## src/rtl/bpf_pkg.sv

```systemverilog
package bpf_pkg;

   localparam int PERM_W      = 4;
   localparam int NIB_PER_REG = 8;

   // peripheral field bits
   localparam int PF_NSDENY = 0;
   localparam int PF_WPROT  = 1;
   localparam int PF_SUPREQ = 2;

   // master field bits
   localparam int MF_PRIVPASS = 0;
   localparam int MF_RDTRUST  = 1;
   localparam int MF_WRTRUST  = 2;

   typedef logic [PERM_W-1:0] perm_nib_t;

   typedef enum logic [2:0] {
      ST_IDLE,
      ST_SETUP,
      ST_ACCESS,
      ST_ERR1,
      ST_ERR2
   } bpf_state_e;

endpackage

```

## src/rtl/bpf_cfg_regs.sv

```systemverilog
module bpf_cfg_regs
   import bpf_pkg::*;
#(
   parameter int        NUM_MASTERS = 4,
   parameter int        NUM_PERIPH  = 8,
   parameter int        CFG_AW      = 1,
   parameter perm_nib_t MST_RST     = 4'h0,
   parameter perm_nib_t PER_RST     = 4'h0
) (
   input  logic                              clk,
   input  logic                              rst_n,
   input  logic                              cfg_we,
   input  logic [CFG_AW-1:0]                 cfg_addr,
   input  logic [31:0]                       cfg_wdata,
   output logic [31:0]                       cfg_rdata,
   output logic [NUM_MASTERS-1:0][PERM_W-1:0] mst_perm,
   output logic [NUM_PERIPH-1:0][PERM_W-1:0]  per_perm
);

   localparam int MREGS = (NUM_MASTERS + NIB_PER_REG - 1) / NIB_PER_REG;

   for (genvar m = 0; m < NUM_MASTERS; m++) begin : g_mst
      localparam logic [CFG_AW-1:0] RADDR = CFG_AW'(m / NIB_PER_REG);
      localparam int LSB = 28 - 4 * (m % NIB_PER_REG);
      perm_nib_t q;
      always_ff @(posedge clk or negedge rst_n) begin
         if (!rst_n)
            q <= MST_RST;
         else if (cfg_we && cfg_addr == RADDR)
            q <= cfg_wdata[LSB +: PERM_W];
      end
      assign mst_perm[m] = q;
   end

   for (genvar p = 0; p < NUM_PERIPH; p++) begin : g_per
      localparam logic [CFG_AW-1:0] RADDR = CFG_AW'(MREGS + p / NIB_PER_REG);
      localparam int LSB = 28 - 4 * (p % NIB_PER_REG);
      perm_nib_t q;
      always_ff @(posedge clk or negedge rst_n) begin
         if (!rst_n)
            q <= PER_RST;
         else if (cfg_we && cfg_addr == RADDR)
            q <= cfg_wdata[LSB +: PERM_W];
      end
      assign per_perm[p] = q;
   end

   always_comb begin
      cfg_rdata = '0;
      for (int m = 0; m < NUM_MASTERS; m++) begin
         if (cfg_addr == CFG_AW'(m / NIB_PER_REG))
            cfg_rdata[28 - 4 * (m % NIB_PER_REG) +: PERM_W] = mst_perm[m];
      end
      for (int p = 0; p < NUM_PERIPH; p++) begin
         if (cfg_addr == CFG_AW'(MREGS + p / NIB_PER_REG))
            cfg_rdata[28 - 4 * (p % NIB_PER_REG) +: PERM_W] = per_perm[p];
      end
   end

endmodule

```

## src/rtl/bpf_perm_check.sv

```systemverilog
module bpf_perm_check
   import bpf_pkg::*;
#(
   parameter bit TRUST_EN = 1'b1
) (
   input  perm_nib_t mst_field,
   input  perm_nib_t per_field,
   input  logic      is_write,
   input  logic      priv,
   input  logic      nonsec,
   output logic      allow,
   output logic      super_lvl
);

   logic trust_ok;

   // The trust bits can be left out of the decision when a system does not need them.
   if (TRUST_EN) begin : g_trust
      assign trust_ok = is_write ? mst_field[MF_WRTRUST] : mst_field[MF_RDTRUST];
   end else begin : g_no_trust
      assign trust_ok = 1'b1;
   end

   assign super_lvl = priv & mst_field[MF_PRIVPASS];

   always_comb begin
      if (per_field == '0) begin
         allow = 1'b1;
      end else begin
         allow = trust_ok
               & ~(per_field[PF_SUPREQ] & ~super_lvl)
               & ~(per_field[PF_WPROT]  & is_write)
               & ~(per_field[PF_NSDENY] & nonsec);
      end
   end

endmodule

```

## src/rtl/bpf_xfer_seq.sv

```systemverilog
module bpf_xfer_seq
   import bpf_pkg::*;
#(
   parameter int NUM_PERIPH = 8,
   parameter int PIDX_W     = 3,
   parameter int DATA_W     = 32
) (
   input  logic                  clk,
   input  logic                  rst_n,
   input  logic                  req,
   input  logic                  allow,
   input  logic [PIDX_W-1:0]     idx,
   input  logic                  is_write,
   input  logic                  super_lvl,
   input  logic [DATA_W-1:0]     p_rdata,
   output logic [NUM_PERIPH-1:0] p_sel,
   output logic                  p_enable,
   output logic                  p_write,
   output logic                  p_super,
   output logic                  hready,
   output logic                  hresp,
   output logic [DATA_W-1:0]     hrdata
);

   bpf_state_e       st, st_nx;
   logic [PIDX_W-1:0] idx_q;
   logic              accept, busy;

   assign accept = req & hready;

   always_comb begin
      st_nx = ST_IDLE;
      case (st)
         ST_SETUP: st_nx = ST_ACCESS;
         ST_ERR1:  st_nx = ST_ERR2;
         default:  st_nx = accept ? (allow ? ST_SETUP : ST_ERR1) : ST_IDLE;
      endcase
   end

   always_ff @(posedge clk or negedge rst_n) begin
      if (!rst_n) begin
         st      <= ST_IDLE;
         idx_q   <= '0;
         p_write <= 1'b0;
         p_super <= 1'b0;
      end else begin
         st <= st_nx;
         if (accept && allow) begin
            idx_q   <= idx;
            p_write <= is_write;
            p_super <= super_lvl;
         end
      end
   end

   assign busy     = (st == ST_SETUP) || (st == ST_ACCESS);
   assign p_enable = (st == ST_ACCESS);
   assign hready   = !((st == ST_SETUP) || (st == ST_ERR1));
   assign hresp    = (st == ST_ERR1) || (st == ST_ERR2);
   assign hrdata   = p_enable ? p_rdata : '0;

   for (genvar i = 0; i < NUM_PERIPH; i++) begin : g_sel
      assign p_sel[i] = busy && (idx_q == PIDX_W'(i));
   end


   sel_onehot_chk: assert property (@(posedge clk) disable iff (!rst_n)
      $onehot0(p_sel));


   setup_first_chk: assert property (@(posedge clk) disable iff (!rst_n)
      p_enable |-> $past(|p_sel && !p_enable));


   ctrl_stable_chk: assert property (@(posedge clk) disable iff (!rst_n)
      p_enable |-> $stable(p_write) && $stable(p_super) && $stable(p_sel));


   err_two_cycle_chk: assert property (@(posedge clk) disable iff (!rst_n)
      (hresp && !hready) |=> (hresp && hready));


   err_no_sel_chk: assert property (@(posedge clk) disable iff (!rst_n)
      hresp |-> (p_sel == '0));

endmodule

```

## src/rtl/bpf_filter.sv

```systemverilog
module bpf_filter
   import bpf_pkg::*;
#(
   parameter int        NUM_MASTERS = 4,
   parameter int        NUM_PERIPH  = 8,
   parameter int        DATA_W      = 32,
   parameter bit        TRUST_EN    = 1'b1,
   parameter perm_nib_t MST_RST     = 4'h0,
   parameter perm_nib_t PER_RST     = 4'h0,
   localparam int MID_W  = $clog2(NUM_MASTERS),
   localparam int PIDX_W = $clog2(NUM_PERIPH),
   localparam int NREGS  = (NUM_MASTERS + NIB_PER_REG - 1) / NIB_PER_REG
                         + (NUM_PERIPH + NIB_PER_REG - 1) / NIB_PER_REG,
   localparam int CFG_AW = (NREGS > 1) ? $clog2(NREGS) : 1
) (
   input  logic                  clk,
   input  logic                  rst_n,
   input  logic                  s_hsel,
   input  logic [1:0]            s_htrans,
   input  logic                  s_hwrite,
   input  logic [MID_W-1:0]      s_hmaster,
   input  logic                  s_hpriv,
   input  logic                  s_hnonsec,
   input  logic [PIDX_W-1:0]     s_hperiph,
   input  logic [DATA_W-1:0]     s_hwdata,
   output logic [DATA_W-1:0]     s_hrdata,
   output logic                  s_hready,
   output logic                  s_hresp,
   output logic [NUM_PERIPH-1:0] p_sel,
   output logic                  p_enable,
   output logic                  p_write,
   output logic                  p_super,
   output logic [DATA_W-1:0]     p_wdata,
   input  logic [DATA_W-1:0]     p_rdata,
   input  logic                  cfg_we,
   input  logic [CFG_AW-1:0]     cfg_addr,
   input  logic [31:0]           cfg_wdata,
   output logic [31:0]           cfg_rdata
);

   if (NUM_MASTERS < 2 || (NUM_MASTERS & (NUM_MASTERS - 1)) != 0) begin : g_bad_nm
      $error("NUM_MASTERS must be a power of two and at least 2");
   end
   if (NUM_PERIPH < 2 || (NUM_PERIPH & (NUM_PERIPH - 1)) != 0) begin : g_bad_np
      $error("NUM_PERIPH must be a power of two and at least 2");
   end
   if (DATA_W < 8) begin : g_bad_dw
      $error("DATA_W must be at least 8");
   end

   logic [NUM_MASTERS-1:0][PERM_W-1:0] mst_perm;
   logic [NUM_PERIPH-1:0][PERM_W-1:0]  per_perm;
   perm_nib_t mst_field, per_field;
   logic      req, accept, allow, super_lvl;

   assign req       = s_hsel && (s_htrans inside {2'b10, 2'b11});
   assign accept    = req && s_hready;
   assign mst_field = mst_perm[s_hmaster];
   assign per_field = per_perm[s_hperiph];
   assign p_wdata   = s_hwdata;

   bpf_cfg_regs #(
      .NUM_MASTERS (NUM_MASTERS),
      .NUM_PERIPH  (NUM_PERIPH),
      .CFG_AW      (CFG_AW),
      .MST_RST     (MST_RST),
      .PER_RST     (PER_RST)
   ) u_regs (
      .clk       (clk),
      .rst_n     (rst_n),
      .cfg_we    (cfg_we),
      .cfg_addr  (cfg_addr),
      .cfg_wdata (cfg_wdata),
      .cfg_rdata (cfg_rdata),
      .mst_perm  (mst_perm),
      .per_perm  (per_perm)
   );

   bpf_perm_check #(
      .TRUST_EN (TRUST_EN)
   ) u_check (
      .mst_field (mst_field),
      .per_field (per_field),
      .is_write  (s_hwrite),
      .priv      (s_hpriv),
      .nonsec    (s_hnonsec),
      .allow     (allow),
      .super_lvl (super_lvl)
   );

   bpf_xfer_seq #(
      .NUM_PERIPH (NUM_PERIPH),
      .PIDX_W     (PIDX_W),
      .DATA_W     (DATA_W)
   ) u_seq (
      .clk       (clk),
      .rst_n     (rst_n),
      .req       (req),
      .allow     (allow),
      .idx       (s_hperiph),
      .is_write  (s_hwrite),
      .super_lvl (super_lvl),
      .p_rdata   (p_rdata),
      .p_sel     (p_sel),
      .p_enable  (p_enable),
      .p_write   (p_write),
      .p_super   (p_super),
      .hready    (s_hready),
      .hresp     (s_hresp),
      .hrdata    (s_hrdata)
   );


   open_pass_chk: assert property (@(posedge clk) disable iff (!rst_n)
      (accept && per_field == '0) |=> (|p_sel && !s_hresp));


   sup_req_chk: assert property (@(posedge clk) disable iff (!rst_n)
      (accept && per_field[PF_SUPREQ] && !(s_hpriv && mst_field[MF_PRIVPASS]))
      |=> (s_hresp && !s_hready));


   forced_user_chk: assert property (@(posedge clk) disable iff (!rst_n)
      (accept && !mst_field[MF_PRIVPASS]) |=> (p_sel == '0 || !p_super));


   ns_deny_chk: assert property (@(posedge clk) disable iff (!rst_n)
      (accept && per_field[PF_NSDENY] && s_hnonsec) |=> (s_hresp && p_sel == '0));

endmodule

```

## config.mk

```make
export PLATFORM = sky130hd
export DESIGN_NAME = bpf_filter
export DESIGN_NICKNAME = d
export VERILOG_FILES = /design/src/rtl/bpf_pkg.sv /design/src/rtl/bpf_cfg_regs.sv /design/src/rtl/bpf_perm_check.sv /design/src/rtl/bpf_xfer_seq.sv /design/src/rtl/bpf_filter.sv
export SDC_FILE = /design/constraint.sdc
export NUM_CORES = 1
export LEC_CHECK = 0
export ABC_AREA = 1
export BUFFER_PORTS_ARGS = -buffer_cell sky130_fd_sc_hd__buf_2
export CAP_MARGIN = 20
export CORE_ASPECT_RATIO = 2
export CORE_MARGIN = 1
export CORE_UTILIZATION = 39
export DETAILED_ROUTE_END_ITERATION = 6
export GPL_TIMING_DRIVEN = 0
export PLACE_DENSITY = 0.77
export SYNTH_ARGS = -nofsm -noshare
export SYNTH_HDL_FRONTEND = slang
export SYNTH_SLANG_ARGS = --single-unit
```

## constraint.sdc

```tcl
create_clock -name clk -period 1.32 [get_ports clk]
set_input_delay 0.33 -clock clk [delete_from_list [all_inputs] [get_ports clk]]
set_output_delay 0.33 -clock clk [all_outputs]
set_load 0.005 [all_outputs]
```

==> metrics.csv, run 1 <==
stage,metric,value,unit
sta,skew final,0.00693,ns
status,status,"complete, but fails checks",
worst_setup_path,CP cell instances,"or2_4, nor2_4, inv_4, nand2_4, inv_8, nor4_2, buf_2",
run,maxcap violations,0,
hold_path,hold depth,2,
synthesis,post-synth cell types,23,
pwr,P_leak,3.35,nW
synthesis,Post-Synth Adder-Cell Area,0,%
synthesis,cell area after synthesis,3550,µm²
global_route,largest net degree at the start of global routing,41,
synthesis,syn_area_per_cell,6.76,µm²
synthesis,Post-Synth Simple-Gate Area,28.0,%
worst_setup_path,max incr delay on CP,0.39,ns
synthesis,Yosys reg bits,56,
hold_path,worst hold endpoint,u_regs.g_per[5].q[3]$_DFFE_PN0P_,
die,FP Rows,48,
worst_setup_path,Crit path required time,0.99,ns
worst_setup_path,Critical R2R Launch,u_regs.g_per[4].q[2]$_DFFE_PN0P_,
synthesis,"Seq/Total Area, Yosys",39.5,%
worst_setup_path,critical path buffer and inverter count,3,
finish,Final Core Density,64.0,%
global_route,gr usage total,27.3,%
routing,DR vias,4206,
clock_network,CTS sink cnt,56,
sta,RSZ-0062 raised after global routing,yes,
worst_setup_path,CP startpoint,u_seq.st[2]$_DFF_PN0_,
die,Core ar.,8710,µm²
pwr,PD cells,1050,nW/µm²
synthesis,Mapped Cells,525,
die,io pins,220,
hold_path,hold path start,cfg_wdata[11],
sta,post-route clock period utilization,142,%
placed_design,IO buf count,185,
synthesis,Compound-Gate Fraction of Synth Area,9.10,%
routing,DR iter-0 viols,239,
routing,DR pass1 iterations,5,
worst_setup_path,RR Endpoint,u_seq.idx_q[0]$_DFFE_PN0P_,
pwr,Switching Share,35.2,%
sta,worst rel slew slack,62.9,%
global_route,GRT overflow,0,
routing,DRC Markers,0,
sta,Fin. Hold Viols,0,
clock_network,CTS max path bufs,2,
worst_setup_path,Crit-path slowest cell,dfrtp_1,
die,Chip Height,137,µm
clock_network,CTS Root Cell,clkbuf_16,
clock_network,CTS tree,done,
global_route,vias in the first global route,4033,
die,Initial Utilization,40.7,%
routing,final WL,13500,µm
worst_setup_path,Crit path max-delay family,simple AND/OR/NAND/NOR gates,
finish,Fill cells,734,
synthesis,post-synthesis mux area share,2.22,%
sta,Final setup viols,71,
pwr,switching power,2.06,mW
worst_setup_path,CP startpoint kind,register,
routing,Routed WL per cell,16.1,µm
sta,min Tclk post-route,1.88,ns
placed_design,dpl hpwl,10300,µm
clock_network,"CTS clk-pin slew, worst paths",0.08,ns
status,failing checks,setup timing,
finish,share of cells above drive strength 1,50.7,%
synthesis,yosys warns,0,
hold_path,Hold Path Class,input pin to register,
synthesis,largest family of logic cells by synthesized area,simple AND/OR/NAND/NOR gates,
sta,Max Clk Rate,533,MHz
sta,Hold WS,0.254,ns
placed_design,Routability Congestion,0.938,
worst_setup_path,FF-to-FF setup slack,-0.17,ns
clock_network,clock latency at the later pin of the worst-skew pair,0.30,ns
sta,Slew Limit Fails,0,
clock_network,H-tree depth,2,
synthesis,xor/xnor share of the synthesized area,0,%
pwr,part of the power in the clock network,26.9,%
clock_network,CTS Buf Count,5,
die,Die W,69.5,µm
pwr,peak supply drop,0.00113,V
worst_setup_path,reg2reg path depth,11,
sta,Worst Slack Setup Final,-0.557,ns
routing,vias per std cell,5.01,
global_route,initial antenna violation count,1,
global_route,first-pass GRT wire length,19700,µm
finish,Layout Nets,849,
worst_setup_path,WS Path Type,register to primary output,
worst_setup_path,worst-path fanout max,8,
die,full die area,9510,µm²
routing,Post-DRT Antenna Nets,0,
pwr,Reg power frac,39.0,%
synthesis,Mapped Nets,636,
sta,worst slew pin tran,0.556,ns
worst_setup_path,CP Capture Type,primary output,
finish,Layout area overhead,57.1,%
pwr,Combinational Power Share,34.2,%
pwr,Int Power,3.79,mW
worst_setup_path,Arrival @ worst endpoint,1.55,ns
-- kinds of logic (layout without fill, tap and decap cells) --
kind of cell / after synthesis / in the layout
AOI/OAI and AO/OA: 64 / 64
DFF: 56 / 56
buffers and inverters: 163 / 377
muxes: 7 / 7
other: 0 / 1
and+or+nand+nor: 235 / 235
-- power groups by stage --
stage,sequential (mW),combinational (mW),clock (mW)
after floorplan,2.20,0.946,0
after global placement,2.24,1.56,0
after detailed placement,2.26,1.61,0
after CTS,2.25,1.85,1.59
after global routing,2.31,2.18,1.65
final,2.28,2.00,1.57
-- metrics by stage --
stage	power, mW	setup TNS [ns]	worst slack, ns	std cells	cell area, µm²
5_1_grt	6.14	-26.76	-0.642	840	5580
3_3_place_gp	3.80	-41.26	-0.632	810	4730
2_1_floorplan	3.14	-3.25	-0.138	525	3680
4_1_cts	5.68	-23.95	-0.582	833	5370
3_5_place_dp	3.87	-38.20	-0.657	811	4750
6_report	5.86	-23.06	-0.557	840	5580
-- state kept, by name (all words and copies together) (netlist names) --
signal and cells:
u_regs.g_mst.q 16, u_seq.p_super 1, u_seq.p_write 1, u_seq.idx_q 3, u_regs.g_per.q 32, u_seq.st 3
-- cells in the mapped netlist --
| library cell | count | area share, % |
|---|---|---|
| o211ai_1 | 1 | 0.21 |
| buf_1 | 4 | 0.42 |
| nor2_1 | 59 | 6.2 |
| or2_2 | 1 | 0.18 |
| nand2_2 | 3 | 0.53 |
| nand2_4 | 2 | 0.63 |
| mux2_2 | 7 | 2.2 |
| a21oi_1 | 11 | 1.6 |
| nor4_1 | 8 | 1.4 |
| buf_4 | 33 | 7.0 |
| inv_1 | 108 | 11 |
| nor2_4 | 1 | 0.32 |
| o21ai_0 | 47 | 6.6 |
| inv_2 | 1 | 0.11 |
| buf_6 | 2 | 0.63 |
| o21ai_1 | 5 | 0.71 |
| clkbuf_1 | 13 | 1.4 |
| nand3_1 | 23 | 3.2 |
| buf_2 | 2 | 0.28 |
| nand2_1 | 133 | 14 |
| dfrtp_1 | 56 | 39 |
| nand3_2 | 3 | 0.85 |
| and2_4 | 2 | 0.49 |
-- final cells by class --
class / count / area (µm²) / share of cell area, %
diodes: 1 / 2.50 / 0.0449
plain buffers: 54 / 447 / 8.01
clock buffers: 5 / 125 / 2.24
clock inverters: 3 / 46.3 / 0.830
inverters: 109 / 422 / 7.56
multi-input cells: 306 / 1830 / 32.8
flip-flops and latches: 56 / 1400 / 25.2
well taps: 100 / 125 / 2.24
repair buffers: 206 / 1180 / 21.1
-- worst reg2reg max path: cells and delay by family, from the launching register on --
family | cells | cell delay (ns)
AND/OR/NAND/NOR | 10 | 0.84
flip-flops | 1 | 0.43
buffers and inverters | 1 | 0.11
-- what timing repair did --
action,4_1_cts,5_1_grt
hold buffers,1,0
endpoints found under the setup margin,106,106
cloned,2,0
endpoints found under the hold margin,16,0
setup buffers,11,6
resized for setup,106,49
pin swaps,21,15
-- metal layers --
metal / share of wire [%] / track usage, % / up-vias
met2: 55 / 53.0 / 260
met4: 5.4 / 16.6 / 0
met3: 7.8 / 4.27 / 49
li1: - / - / 1964
met1: 32 / 26.5 / 1933
met5: 0 / 0 / -
-- worst max-delay path by stage --
stage | slack, ns | to | cells past startpoint
2_1_floorplan | -0.14 | p_sel[0] | 6
3_3_place_gp | -0.63 | cfg_rdata[28] | 6
3_5_place_dp | -0.66 | cfg_rdata[28] | 6
4_1_cts | -0.58 | p_sel[6] | 7
5_1_grt | -0.64 | p_sel[6] | 7
6_report | -0.56 | p_sel[7] | 7
-- cell usage in the layout (no fill, tap or decap) --
master / instances
diode_2: 1
inv_1: 94
inv_2: 12
o21ai_1: 6
o21ai_4: 2
o21ai_2: 9
inv_8: 2
a21oi_1: 11
clkbuf_1: 4
nand3_1: 19
nand2_2: 17
nand3_2: 7
and2_4: 2
buf_6: 14
o211ai_1: 1
nand2_4: 18
nand2_1: 103
mux2_2: 7
nor2_1: 34
o21ai_0: 35
nor4_4: 3
buf_8: 5
buf_2: 182
clkbuf_16: 8
inv_4: 2
clkbuf_2: 4
buf_12: 1
clkinv_2: 1
nor2_2: 13
buf_4: 45
nor4_2: 5
dlygate4sd3_1: 1
nor2_4: 13
dfrtp_2: 1
dfrtp_1: 55
or2_4: 1
bufinv_16: 1
buf_1: 1
Power figures use the tool's default switching activity.
==> inputs of run 2 (changes only) <==
Settings changed: RECOVER_POWER set to 100.
==> run 2 against run 1 <==
Compared with the run above:
- the flow still finishes with violations (setup timing)
- sequential share of layout area increased by 0.20 points
- die area unchanged
- power down 0.32%
- critical path depth did not move
- register-to-register slack barely moved
- cell count unchanged
- first-iteration DRC count fell by 19%
- clock power about the same
- via count is 1.1% lower
- largest cell class unchanged
- highest routed layer unchanged
==> metrics.csv, run 2 (synthesis gave the netlist of run 1 again) <==
stage,metric,value,unit
status,status,"complete, but fails checks",
status,failing checks,setup timing,
finish,final design area excluding fillers,5530,µm²
finish,most frequent cells in the layout,"buf_2, nand2_1, inv_1",
pwr,P_leak,3.29,nW
routing,Routed WL per cell,16.1,µm
die,full die area,9510,µm²
worst_setup_path,Arrival @ worst endpoint,1.55,ns
placed_design,dpl hpwl,10300,µm
worst_setup_path,WS Path Type,register to primary output,
pwr,peak supply drop,0.00113,V
clock_network,"CTS clk-pin slew, worst paths",0.08,ns
hold_path,hold path start,cfg_wdata[11],
sta,Fin. Hold Viols,0,
global_route,GRT overflow,0,
run,maxcap violations,0,
sta,Hold WS,0.253,ns
routing,DR pass1 iterations,5,
worst_setup_path,FF-to-FF setup slack,-0.17,ns
finish,Layout area overhead,55.9,%
sta,total negative setup slack,-25.65,ns
global_route,largest net degree at the start of global routing,41,
global_route,first-pass GRT wire length,19700,µm
finish,share of cells above drive strength 1,48.2,%
sta,worst slew pin tran,0.548,ns
finish,fin cells,840,
clock_network,CTS Buf Count,5,
worst_setup_path,CP startpoint kind,register,
finish,multi-input combinational cell area,1830,µm²
sta,Worst Slack Setup Final,-0.564,ns
hold_path,worst hold endpoint,u_regs.g_per[5].q[3]$_DFFE_PN0P_,
die,io pins,220,
sta,Final setup viols,82,
worst_setup_path,Crit-path slowest cell,dfrtp_1,
die,Die W,69.5,µm
placed_design,IO buf count,185,
pwr,total power,5.84,mW
global_route,gr usage total,27.3,%
finish,Fill cells,748,
placed_design,DP Area,4750,µm²
sta,min Tclk post-route,1.88,ns
die,Chip Height,137,µm
worst_setup_path,reg2reg path depth,11,
worst_setup_path,RR Endpoint,u_seq.idx_q[0]$_DFFE_PN0P_,
routing,DRC Markers,0,
placed_design,Inst Count DP,811,
placed_design,Routability Congestion,0.938,
worst_setup_path,worst-path fanout max,8,
finish,biggest registers after layout,"u_regs.g_per.q (32), u_regs.g_mst.q (16)",
finish,Biggest register,u_regs.g_per.q,
finish,"commonest non-fill, non-tap cell in the layout",buf_2,
placed_design,DP Worst Slack,-0.657,ns
worst_setup_path,Critical R2R Launch,u_regs.g_per[4].q[2]$_DFFE_PN0P_,
clock_network,CTS Root Cell,clkbuf_16,
die,Initial Utilization,40.7,%
clock_network,CTS max path bufs,2,
finish,max reg flops,32,
clock_network,clock latency at the later pin of the worst-skew pair,0.31,ns
hold_path,Hold Path Class,input pin to register,
worst_setup_path,CP Capture Type,primary output,
routing,final WL,13500,µm
sta,post-route clock period utilization,143,%
worst_setup_path,Crit path required time,0.99,ns
routing,Post-DRT Antenna Nets,0,
sta,worst rel slew slack,63.5,%
finish,Final Core Density,63.5,%
global_route,vias in the first global route,4033,
finish,Layout Nets,849,
die,FP Rows,48,
sta,Max Clk Rate,531,MHz
routing,DR iter-0 viols,194,
routing,DR vias,4158,
sta,skew final,0.00768,ns
finish,FF+latch area,1400,µm²
hold_path,hold depth,2,
sta,Slew Limit Fails,0,
sta,RSZ-0062 raised after global routing,yes,
worst_setup_path,max incr delay on CP,0.39,ns
routing,vias per std cell,4.95,
die,Core ar.,8710,µm²
clock_network,H-tree depth,2,
worst_setup_path,CP cell instances,"or2_4, nor2_4, inv_4, nand2_4, inv_8, nor4_2, buf_2",
clock_network,CTS sink cnt,56,
global_route,initial antenna violation count,1,
clock_network,CTS tree,done,
pwr,PD cells,1060,nW/µm²
run 2: report_power, final:
group / internal [mW] / switching, mW
sequential: 1.97 / 0.313
clock: 0.907 / 0.670
combinational: 0.892 / 1.08
run 2: how the worst max path moves through the flow:
| stage | from | endpoint | slack (ns) | cells after the start |
|---|---|---|---|---|
| finish | u_seq.st[2]$_DFF_PN0_ | p_sel[7] | -0.56 | 7 |
| global route | u_seq.st[2]$_DFF_PN0_ | p_sel[6] | -0.64 | 7 |
| CTS | u_seq.st[2]$_DFF_PN0_ | p_sel[6] | -0.58 | 7 |
| detailed placement | cfg_addr | cfg_rdata[28] | -0.66 | 6 |
| global placement | cfg_addr | cfg_rdata[28] | -0.63 | 6 |
| floorplan | u_seq.st[2]$_DFF_PN0_ | p_sel[0] | -0.14 | 6 |
run 2: worst max-delay path: cells and delay by family (launching register included):
kind / cells / cell delay [ns]
simple gates: 4 / 0.58
flops: 1 / 0.39
buf+inv: 3 / 0.27
run 2: layout make-up:
cell class | count | share of cell area [%]
inverter | 109 | 7.62
timing repair buffer | 206 | 20.7
sequential | 56 | 25.4
multi-input combinational | 306 | 33.0
buffer | 54 | 7.92
clock buffer | 5 | 2.26
antenna | 1 | 0.0452
clock inverter | 3 | 0.837
tap | 100 | 2.26
run 2: timing repair:
| item | in CTS | in global routing |
|---|---|---|
| hold buffers | 1 | 0 |
| buffers inserted | 11 | 6 |
| hold endpoints to repair | 16 | 0 |
| endpoints found under the setup margin | 106 | 106 |
| cloned | 2 | 0 |
| pin swaps | 21 | 15 |
| resized for setup | 106 | 49 |
run 2: metal layers:
| layer | track usage [%] | up-vias | wire, µm |
|---|---|---|---|
| met5 | 0 | - | 0 |
| met4 | 16.6 | 0 | 715 |
| li1 | - | 1961 | - |
| met1 | 26.5 | 1904 | 4430 |
| met2 | 53.0 | 246 | 7380 |
| met3 | 4.27 | 47 | 1010 |
==> inputs of run 3 (changes only) <==
Settings changed: ABC_AREA 1 to not set, CORE_UTILIZATION 39 to 38, PLACE_DENSITY 0.77 to not set, PLACE_DENSITY_LB_ADDON set to 0.25.
==> run 3 against run 2 <==
Compared with the run above:
- routed wire length down 27%
- register-to-register slack worse by 0.59 ns
- maximum frequency down 9.2%
- the run still ends with setup timing left
- via count down 31%
- sequential cell count unchanged
- worst setup slack worse by 0.19 ns
- cell count down 30%
- synthesized cell count down 47%
- non-clock buffer count down 13
- critical endpoint is now u_seq.idx_q[2]$_DFFE_PN0P_
- global-route usage down 5.4 points
- largest power group unchanged
- critical path depth down 2
- clock skew down 0.0029 ns
- largest cell class unchanged
==> metrics.csv, run 3 <==
stage,metric,value,unit
global_route,first-pass GRT wire length,14400,µm
sta,Slew Limit Fails,0,
routing,DR iter-0 viols,26,
pwr,PD cells,1140,nW/µm²
clock_network,CTS Buf Count,5,
pwr,switching power,1.59,mW
synthesis,Post-Synth Simple-Gate Area,14.1,%
pwr,Combinational Power Share,33.3,%
synthesis,cell area after synthesis,3340,µm²
worst_setup_path,CP cell instances,"mux4_2, mux2i_4, nand4_1, a21oi_4, mux2_4",
clock_network,# hold bufs at CTS,0,
global_route,initial antenna violation count,1,
sta,Worst Slack Setup Final,-0.755,ns
placed_design,dpl hpwl,7820,µm
sta,worst rel slew slack,58.0,%
placed_design,IO buf count,183,
sta,Fin. Hold Viols,0,
die,full die area,9190,µm²
global_route,largest net degree at the start of global routing,33,
routing,DR vias,2857,
sta,worst slew pin tran,0.630,ns
synthesis,largest area contributor in the netlist,dfrtp_1,
routing,Post-DRT Antenna Nets,0,
sta,total negative setup slack,-37.15,ns
routing,DR pass1 iterations,4,
routing,vias per std cell,4.87,
synthesis,post-synth top area share,42.0,%
sta,Hold WS,0.0360,ns
pwr,peak supply drop,0.00117,V
sta,skew final,0.00483,ns
synthesis,most area-consuming cells after synthesis,"dfrtp_1, mux2_2, and2_1",
clock_network,CTS sink cnt,56,
pwr,P_leak,2.54,nW
routing,DRC Markers,0,
placed_design,Routability Congestion,0.768,
synthesis,xor/xnor share of the synthesized area,0.262,%
die,Chip Height,135,µm
finish,share of cells above drive strength 1,70.0,%
finish,Layout area overhead,48.9,%
clock_network,CTS tree,done,
worst_setup_path,CP Capture Type,register,
synthesis,most numerous cell in the Yosys netlist,mux2_2,
synthesis,post-synthesis mux area share,32.0,%
synthesis,largest family of logic cells by synthesized area,multiplexers,
sta,Final setup viols,121,
routing,Routed WL per cell,16.9,µm
hold_path,Hold Path Class,input pin to asynchronous set/reset pin,
pwr,Reg power frac,40.0,%
clock_network,CTS max path bufs,2,
synthesis,Yosys reg bits,56,
die,Core ar.,8590,µm²
clock_network,H-tree depth,2,
status,status,"complete, but fails checks",
finish,most frequent cells in the layout,"buf_2, mux2_2, dfrtp_1",
finish,"commonest non-fill, non-tap cell in the layout",buf_2,
synthesis,ys flop type,dfrtp_1,
finish,max reg flops,32,
die,FP Rows,48,
pwr,Int Power,4.09,mW
finish,Layout Nets,596,
synthesis,yosys warns,0,
sta,post-route clock period utilization,157,%
placed_design,DP Worst Slack,-0.956,ns
die,io pins,220,
run,maxcap violations,0,
synthesis,syn_area_per_cell,12.0,µm²
synthesis,post-synth cell types,33,
finish,biggest registers after layout,"u_regs.g_per.q (32), u_regs.g_mst.q (16)",
pwr,total power,5.68,mW
clock_network,clock latency at the later pin of the worst-skew pair,0.30,ns
global_route,GRT overflow,0,
global_route,vias in the first global route,2886,
clock_network,"CTS clk-pin slew, worst paths",0.07,ns
worst_setup_path,max incr delay on CP,0.52,ns
synthesis,Post-Synth Adder-Cell Area,0,%
synthesis,Compound-Gate Fraction of Synth Area,1.91,%
status,failing checks,setup timing,
synthesis,number of enable flip-flop cells after synthesis,0,
finish,Biggest register,u_regs.g_per.q,
die,Initial Utilization,38.9,%
pwr,part of the power in the clock network,26.7,%
worst_setup_path,Crit path required time,1.51,ns
pwr,Switching Share,27.9,%
sta,Max Clk Rate,482,MHz
synthesis,Mapped Cells,278,
worst_setup_path,worst-path fanout max,5,
sta,min Tclk post-route,2.08,ns
global_route,gr usage total,21.9,%
worst_setup_path,CP startpoint kind,register,
finish,Final Core Density,57.9,%
routing,final WL,9920,µm
die,Die W,68.3,µm
worst_setup_path,Crit path max-delay family,multiplexers,
sta,RSZ-0062 raised after global routing,yes,
synthesis,share of async-settable or async-resettable flops after synthesis,100,%
synthesis,Mapped Nets,389,
clock_network,CTS Root Cell,clkbuf_16,
worst_setup_path,critical path buffer and inverter count,0,
worst_setup_path,Crit-path slowest cell,mux4_2,
worst_setup_path,WS Path Type,register to register,
worst_setup_path,Arrival @ worst endpoint,2.26,ns
synthesis,Commonest cells post-synth,"mux2_2, dfrtp_1, and2_1",
synthesis,"Seq/Total Area, Yosys",42.0,%
## run 3: changes by cell type in the layout (fill, tap and decap cells not counted), sizes merged, moves of 3 or more
cell    change
nand2     -133
inv       -107
mux2       +61
nor2       -51
o21ai      -51
and2       +46
nand3      -22
a21oi      -10
buf         -9
mux4        +9
mux2i       +8
nor4        -8
clkbuf      -3
## run 3: kinds of logic (layout without fill, tap and decap cells)
logic type	after synthesis	count (layout)
AOI/OAI and AO/OA	6	6
xor gates and xnor gates	1	1
buffers and inverters	50	258
DFF	56	56
muxes	85	85
other	0	1
and+or+nand+nor	80	80
## run 3: final timing paths
kind / start / endpoint / slack [ns] / depth (start not counted)
worst max-delay path: u_regs.g_per[5].q[0]$_DFFE_PN0P_ / u_seq.idx_q[2]$_DFFE_PN0P_ / -0.76 / 5
max in group asynchronous: rst_n / u_regs.g_mst[1].q[0]$_DFFE_PN0P_ / 0.34 / 2
worst min-delay path: rst_n / u_regs.g_per[0].q[2]$_DFFE_PN0P_ / 0.04 / 1
worst min register to register: u_regs.g_mst[3].q[3]$_DFFE_PN0P_ / u_regs.g_mst[3].q[3]$_DFFE_PN0P_ / 0.51 / 1
worst max register to register: u_regs.g_per[5].q[0]$_DFFE_PN0P_ / u_seq.idx_q[2]$_DFFE_PN0P_ / -0.76 / 5
min in group clk: cfg_wdata[1] / u_regs.g_per[7].q[1]$_DFFE_PN0P_ / 0.25 / 2
## run 3: per-stage QoR
| step | cells | cell area (µm²) |
|---|---|---|
| 6_report | 587 | 4970 |
| 5_1_grt | 587 | 4970 |
| 4_1_cts | 581 | 4900 |
| 3_5_place_dp | 562 | 4460 |
| 3_3_place_gp | 561 | 4440 |
| 2_1_floorplan | 278 | 3400 |
## run 3: what timing repair did
item                       4_1_cts  5_1_grt
resized for setup               36       22
setup endpoints to repair       81       83
setup buffers                    9        5
pin swaps                        3       10
cloned                           2        0
## run 3: metal layers
| metal | GRT usage, % | share of wire, % | routed length, µm | vias to the layer above |
|---|---|---|---|---|
| met5 | 0 | 0 | 0 | - |
| met1 | 20.5 | 32 | 3180 | 1376 |
| met2 | 43.9 | 60 | 5960 | 135 |
| li1 | - | - | - | 1337 |
| met4 | 7.41 | 1.7 | 166 | 0 |
| met3 | 3.46 | 6.1 | 606 | 9 |
## run 3: area by class of cell
type	count	area (µm²)
Sequential cell	56	1400
Antenna cell	1	2.50
Fill cell	740	3620
Multi-Input combinational cell	172	1700
Tap cell	100	125
Clock buffer	5	125
Buffer	47	400
Inverter	3	11.3
Clock inverter	3	42.5
Timing Repair Buffer	200	1160
## run 3: power by group through the flow
stage	Combinational (mW)	Sequential [mW]	Clock (mW)
final	1.89	2.27	1.51
after global routing	2.08	2.31	1.60
after CTS	1.83	2.27	1.55
after detailed placement	1.64	2.29	0
after global placement	1.61	2.27	0
after floorplan	1.01	2.21	0
